### src/rtl/osc_trim_pkg.sv
package osc_trim_pkg;

  typedef enum logic [1:0] {
    STEP_HOLD = 2'b00,
    STEP_UP   = 2'b01,
    STEP_DOWN = 2'b10
  } step_e;

endpackage

### src/rtl/ref_edge_sync.sv
module ref_edge_sync #(
  parameter int STAGES = 2
) (
  input  logic clk,
  input  logic rst_n,
  input  logic async_in,
  output logic rise
);

  logic [STAGES-1:0] chain_q;
  logic              last_q;

  genvar g;
  generate
    for (g = 0; g < STAGES; g++) begin : g_stage
      if (g == 0) begin : g_first
        always_ff @(posedge clk or negedge rst_n) begin
          if (!rst_n) chain_q[0] <= 1'b0;
          else        chain_q[0] <= async_in;
        end
      end else begin : g_rest
        always_ff @(posedge clk or negedge rst_n) begin
          if (!rst_n) chain_q[g] <= 1'b0;
          else        chain_q[g] <= chain_q[g-1];
        end
      end
    end
  endgenerate

  always_ff @(posedge clk or negedge rst_n) begin
    if (!rst_n) last_q <= 1'b0;
    else        last_q <= chain_q[STAGES-1];
  end

  assign rise = chain_q[STAGES-1] & ~last_q;

endmodule

### src/rtl/sat_counter.sv
module sat_counter #(
  parameter int W = 12
) (
  input  logic         clk,
  input  logic         rst_n,
  input  logic         clr,
  input  logic         inc,
  output logic [W-1:0] count
);

  localparam logic [W-1:0] CNT_MAX = {W{1'b1}};

  logic [W-1:0] count_q, count_d;

  always_comb begin
    count_d = count_q;
    if (clr)                           count_d = '0;
    else if (inc && count_q != CNT_MAX) count_d = count_q + W'(1);
  end

  always_ff @(posedge clk or negedge rst_n) begin
    if (!rst_n) count_q <= '0;
    else        count_q <= count_d;
  end

  assign count = count_q;

endmodule

### src/rtl/window_judge.sv
module window_judge
  import osc_trim_pkg::*;
#(
  parameter int W = 12
) (
  input  logic [W-1:0] sample,
  input  logic [W-1:0] target,
  input  logic [W-1:0] band,
  output step_e        step
);

  logic [W:0] s_ext, t_ext, b_ext;
  logic       too_fast, too_slow;

  always_comb begin
    s_ext    = {1'b0, sample};
    t_ext    = {1'b0, target};
    b_ext    = {1'b0, band};
    too_fast = s_ext > (t_ext + b_ext);
    too_slow = (s_ext + b_ext) < t_ext;
    if (too_fast)      step = STEP_DOWN;
    else if (too_slow) step = STEP_UP;
    else               step = STEP_HOLD;
  end

endmodule

### src/rtl/trim_stepper.sv
module trim_stepper
  import osc_trim_pkg::*;
#(
  parameter int TRIM_W = 6,
  parameter int LOCK_N = 3
) (
  input  logic              clk,
  input  logic              rst_n,
  input  logic              en,
  input  logic              eval,
  input  step_e             step,
  output logic [TRIM_W-1:0] trim,
  output logic              at_limit,
  output logic              locked
);

  localparam int SW = $clog2(LOCK_N + 1);
  localparam logic [TRIM_W-1:0] T_MAX = {1'b0, {(TRIM_W-1){1'b1}}};
  localparam logic [TRIM_W-1:0] T_MIN = {1'b1, {(TRIM_W-1){1'b0}}};
  localparam logic [SW-1:0]     S_TOP = SW'(LOCK_N);

  logic [TRIM_W-1:0] trim_q, trim_d;
  logic              lim_q, lim_d;
  logic [SW-1:0]     streak_q, streak_d;

  always_comb begin
    trim_d   = trim_q;
    lim_d    = lim_q;
    streak_d = streak_q;
    if (!en) begin
      streak_d = '0;
    end else if (eval) begin
      lim_d = 1'b0;
      unique case (step)
        STEP_UP: begin
          streak_d = '0;
          if (trim_q == T_MAX) lim_d  = 1'b1;
          else                 trim_d = trim_q + TRIM_W'(1);
        end
        STEP_DOWN: begin
          streak_d = '0;
          if (trim_q == T_MIN) lim_d  = 1'b1;
          else                 trim_d = trim_q - TRIM_W'(1);
        end
        default: begin
          if (streak_q != S_TOP) streak_d = streak_q + SW'(1);
        end
      endcase
    end
  end

  always_ff @(posedge clk or negedge rst_n) begin
    if (!rst_n) begin
      trim_q   <= '0;
      lim_q    <= 1'b0;
      streak_q <= '0;
    end else begin
      trim_q   <= trim_d;
      lim_q    <= lim_d;
      streak_q <= streak_d;
    end
  end

  assign trim     = trim_q;
  assign at_limit = lim_q;
  assign locked   = (streak_q == S_TOP);

endmodule

### src/rtl/osc_trim_cal.sv
module osc_trim_cal
  import osc_trim_pkg::*;
#(
  parameter int CNT_W  = 12,
  parameter int TRIM_W = 6,
  parameter int SYNC_N = 2,
  parameter int LOCK_N = 3
) (
  input  logic              clk,
  input  logic              rst_n,
  input  logic              en,
  input  logic              ref_tick,
  input  logic [CNT_W-1:0]  expect_cnt,
  input  logic [CNT_W-1:0]  tol_cnt,
  output logic [TRIM_W-1:0] trim,
  output logic              at_limit,
  output logic              locked,
  output logic              win_done
);

  logic             tick_rise;
  logic             close_win;
  logic             eval_win;
  logic             cnt_clr;
  logic [CNT_W-1:0] cnt_q;
  logic             armed_q, armed_d;
  logic             done_q, done_d;
  step_e            step;

  ref_edge_sync #(.STAGES(SYNC_N)) u_sync (
    .clk      (clk),
    .rst_n    (rst_n),
    .async_in (ref_tick),
    .rise     (tick_rise)
  );

  assign close_win = en & tick_rise;
  assign eval_win  = close_win & armed_q;
  assign cnt_clr   = ~en | close_win;

  sat_counter #(.W(CNT_W)) u_cnt (
    .clk   (clk),
    .rst_n (rst_n),
    .clr   (cnt_clr),
    .inc   (en),
    .count (cnt_q)
  );

  window_judge #(.W(CNT_W)) u_judge (
    .sample (cnt_q),
    .target (expect_cnt),
    .band   (tol_cnt),
    .step   (step)
  );

  trim_stepper #(.TRIM_W(TRIM_W), .LOCK_N(LOCK_N)) u_step (
    .clk      (clk),
    .rst_n    (rst_n),
    .en       (en),
    .eval     (eval_win),
    .step     (step),
    .trim     (trim),
    .at_limit (at_limit),
    .locked   (locked)
  );

  always_comb begin
    armed_d = en ? (armed_q | close_win) : 1'b0;
    done_d  = eval_win;
  end

  always_ff @(posedge clk or negedge rst_n) begin
    if (!rst_n) begin
      armed_q <= 1'b0;
      done_q  <= 1'b0;
    end else begin
      armed_q <= armed_d;
      done_q  <= done_d;
    end
  end

  assign win_done = done_q;

endmodule

### config.mk
export PLATFORM = sky130hd
export DESIGN_NAME = osc_trim_cal
export DESIGN_NICKNAME = d
export VERILOG_FILES = /design/src/rtl/osc_trim_pkg.sv /design/src/rtl/ref_edge_sync.sv /design/src/rtl/sat_counter.sv /design/src/rtl/window_judge.sv /design/src/rtl/trim_stepper.sv /design/src/rtl/osc_trim_cal.sv
export SDC_FILE = /design/constraint.sdc
export NUM_CORES = 1
export LEC_CHECK = 0
export BUFFER_PORTS_ARGS = -buffer_cell sky130_fd_sc_hd__buf_2
export CELL_PAD_IN_SITES_DETAIL_PLACEMENT = 1
export CELL_PAD_IN_SITES_GLOBAL_PLACEMENT = 2
export CORE_ASPECT_RATIO = 2
export CORE_MARGIN = 2
export CORE_UTILIZATION = 33
export DETAILED_ROUTE_END_ITERATION = 6
export MAX_ROUTING_LAYER = met4
export PLACE_DENSITY_LB_ADDON = 0.1
export SLEW_MARGIN = 20
export SYNTH_ARGS = -nofsm -noshare
export SYNTH_HDL_FRONTEND = slang
export SYNTH_HIERARCHICAL = 1
export SYNTH_SLANG_ARGS = --single-unit
### constraint.sdc
create_clock -name clk -period 4.6 [get_ports clk]
set_clock_uncertainty 0.1 [all_clocks]
set_input_delay 0.92 -clock clk [delete_from_list [all_inputs] [get_ports clk]]
set_output_delay 0.92 -clock clk [all_outputs]
set_load 0.03 [all_outputs]
==> impl_metrics.tcl <==
set metrics [dict create \
    drc_errors 0 \
    start_util_pct 33.81 \
    final_nets 562 \
    antenna_found_initial 0 \
    grt_usage_pct 21.22 \
    row_count 50 \
    ys_ff_latch 26 \
    synth_top_area_share_pct 21.04 \
    wl_um 10190 \
    grt-ovfl-total 0 \
    p_comb_share_pct 38.7 \
    finalSetupTns_ps -2813 \
    slew_viol_final 0 \
    power_density_nw_per_um2 174.8 \
    via_per_inst 5.476 \
    cp-end-kind "flip-flop" \
    arrival_ps 5130 \
    grt_start_max_net_pins 27 \
    core_sq_um 9321 \
    p_sw_share_pct 32.48 \
    yosysTopAreaCell "ha_1" \
    place_congestion 0.8719 \
    drt-initial-drc-count 69 \
    max_clock_freq_mhz 196.8 \
    whs_path_depth 0 \
    ys.flop_type "dfrtp_1" \
    vdd_drop_max_mv 0.1026 \
    htree_levels 1 \
    dpl.hpwl_um 8603 \
    cts-root-buf "clkbuf_16" \
    final.setup.worst_slack_ps -481.5 \
    grt_pass1_vias 3489 \
    drive_gt1_share_pct 35.56 \
    worstSkewPairLatency_ps 260 \
    clockPowerShare_pct 28.0 \
    grt_setup_unrepaired "yes" \
    hold_class "reg2reg" \
    fin_crit_sh_pct 110.5 \
    syn-num-nets 448 \
    reg2reg_depth 21 \
    status "complete, but fails checks" \
    critPathLaunch "tol_cnt[0]" \
    drtAntennaViolNets 0 \
    syn_inst 365 \
    fin_area_sq_um 4337 \
    die-area_sq_um 10400 \
    yosysSeqAreaShare_pct 20.64 \
    grt_first_pass_wirelength_um 16690 \
    rrSetupSlack_ps -170 \
    tightest_slew_ps 725.9 \
    reg2reg_to "u_step/trim[1]" \
    p_sw_mw 0.2463 \
    wl_per_cell_um 17.51 \
    portBuffers 36 \
    worstReg2RegStart "u_cnt/count[0]" \
    hold_end "u_sync/chain_q[1]" \
    num_vias 3187 \
    synthTopCellsByArea "ha_1 (21%), dfrtp_1 (21%), xnor2_1 (5.3%)" \
    numCtsBuffers 3 \
    synth_edf_count 0 \
    critical_path.max_fanout 6 \
    p_int_mw 0.5118 \
    seq_power_share_pct 33.3 \
    critPathRequiredTime_ps 4650 \
    min_period_ps 5082 \
    synthesis.area_per_instance_sq_um 8.635 \
    synthArstFlopShare_pct 100.0 \
    synth_area_sq_um 3152 \
    cap_viol_max_count 0 \
    maxSlewHeadroom_pct 51.23 \
    cts_buffer_depth 2 \
    leakage_nw 2.084 \
    cts.reportedPaths.clkPinSlew_ps 70 \
    placed_area_sq_um 3984 \
    ctsHoldBuffers 0 \
    start_kind "primary input" \
    die_h_um 142.2 \
    ys_types 65 \
    area_delta_synth_final_pct 37.59 \
    setup_viol 7 \
    violations "negative setup slack" \
    whs_ps 254.0 \
    cts_tree "yes" \
    num_antenna_cells 0 \
    path_class "in2reg" \
    p_total_mw 0.7581 \
    hold_violations 0 \
    min_from "u_sync/chain_q[0]" \
    ys_warn_count 6 \
    cts.sinks 26 \
    drt_first_pass_iters 4 \
    die_x_um 73.11 \
    io_pins 37 \
]
[worst max-delay path, cell delays in order]
cell      delay [ps]
buf_8            100
ha_4             150
inv_2             50
fa_2             200
nor2b_2           50
o31a_1           250
o41a_1           500
a211o_1          310
o311ai_2          90
ha_1             310
a21oi_2          160
o22ai_2          100
nor4_2           210
o211ai_1         170
a211oi_2         290
inv_2             90
ha_4             180
nor4b_4          130
and3_4           220
nor4_4           150
buf_6            180
mux2_4           300
[how the worst max path moves through the flow]
stage / endpoint / slack [ps] / depth (start not counted)
after floorplan: u_step/trim[4] / -190 / 24
after global placement: u_step/trim[1] / -690 / 22
after detailed placement: u_step/trim[1] / -820 / 22
after CTS: u_step/trim[1] / -390 / 22
after global routing: u_step/trim[4] / -710 / 24
final: u_step/trim[1] / -480 / 22
[power groups by stage]
stage / registers (mW) / clock network (mW) / logic (mW)
final: 0.253 / 0.212 / 0.293
after global routing: 0.254 / 0.231 / 0.329
after CTS: 0.253 / 0.220 / 0.290
after detailed placement: 0.256 / 0 / 0.276
after global placement: 0.256 / 0 / 0.269
after floorplan: 0.258 / 0 / 0.149
[layout by cell type (no fill, tap or decap), types with 4 or more instances in the layout]
cell,count
a21o_1,5
a21oi_1,24
a21oi_2,7
a31oi_1,4
and3_1,6
buf_2,35
buf_4,76
dfrtp_1,26
ha_1,47
ha_4,5
inv_1,25
nand2_1,24
nand2b_1,5
nand3_1,14
nand4_1,4
nor2_1,23
nor2b_1,12
nor3_1,10
nor4_4,4
o21ai_0,12
xnor2_1,18
xor2_1,7
[Yosys cell counts (all sizes together) (5+ instances only)]
cell     n
nand2b   5
a21oi   32
nor2b   14
nor3    10
a21o     5
nand3   17
nor2    25
o21ai   15
buf      5
xor2     8
and3     8
xnor2   19
ha      53
nand2   24
inv     28
nor4     7
dfrtp   26
[cell families after synthesis]
family,Yosys count,share of synthesized area [%]
AO/OA/AOI/OAI,89,19.17
buffers and inverters,34,4.644
flip-flops,26,20.64
multiplexers,5,1.945
AND/OR/NAND/NOR,129,23.78
adder cells (fa/ha/maj),55,22.31
XOR/XNOR,27,7.503
[metrics by stage]
stage          setup WS, ps  utilization (%)  cells
3_3_place_gp         -693.2            42.74    568
4_1_cts              -390.0            45.64    579
6_report             -481.5            46.52    582
3_5_place_dp         -817.4            42.74    568
5_1_grt              -705.5            46.52    582
2_1_floorplan        -186.6                -    365
[state kept, by name, indices dropped and copies added, names as in the netlist]
signal           flops
win_done             1
u_sync/chain_q       2
u_cnt/count         12
armed_q              1
u_step/trim          6
u_step/streak_q      2
u_sync/last_q        1
u_step/at_limit      1
[final cells by class]
class	instances	area, sq um
Sequential cell	26	650.6
Clock buffer	4	88.84
Tap cell	104	130.1
Timing Repair Buffer	115	794.5
Fill cell	1147	4985
Inverter	28	105.1
Multi-Input combinational cell	305	2567
[repair_timing]
item	4_1_cts	5_1_grt
setup buffers	7	4
endpoints found under the setup margin	9	9
endpoints found under the hold margin	0	0
resized for setup	25	13
pin swaps	10	10
[metal layers]
layer / up-vias / share of wire [%] / GRT usage [%]
met5: - / 0 / -
met4: 0 / 4.5 / 9.552
met3: 22 / 1.1 / 0.6374
li1: 1564 / - / -
met2: 47 / 60 / 42.29
met1: 1554 / 35 / 19.75
Note: power is estimated with default switching activity, not from simulation.
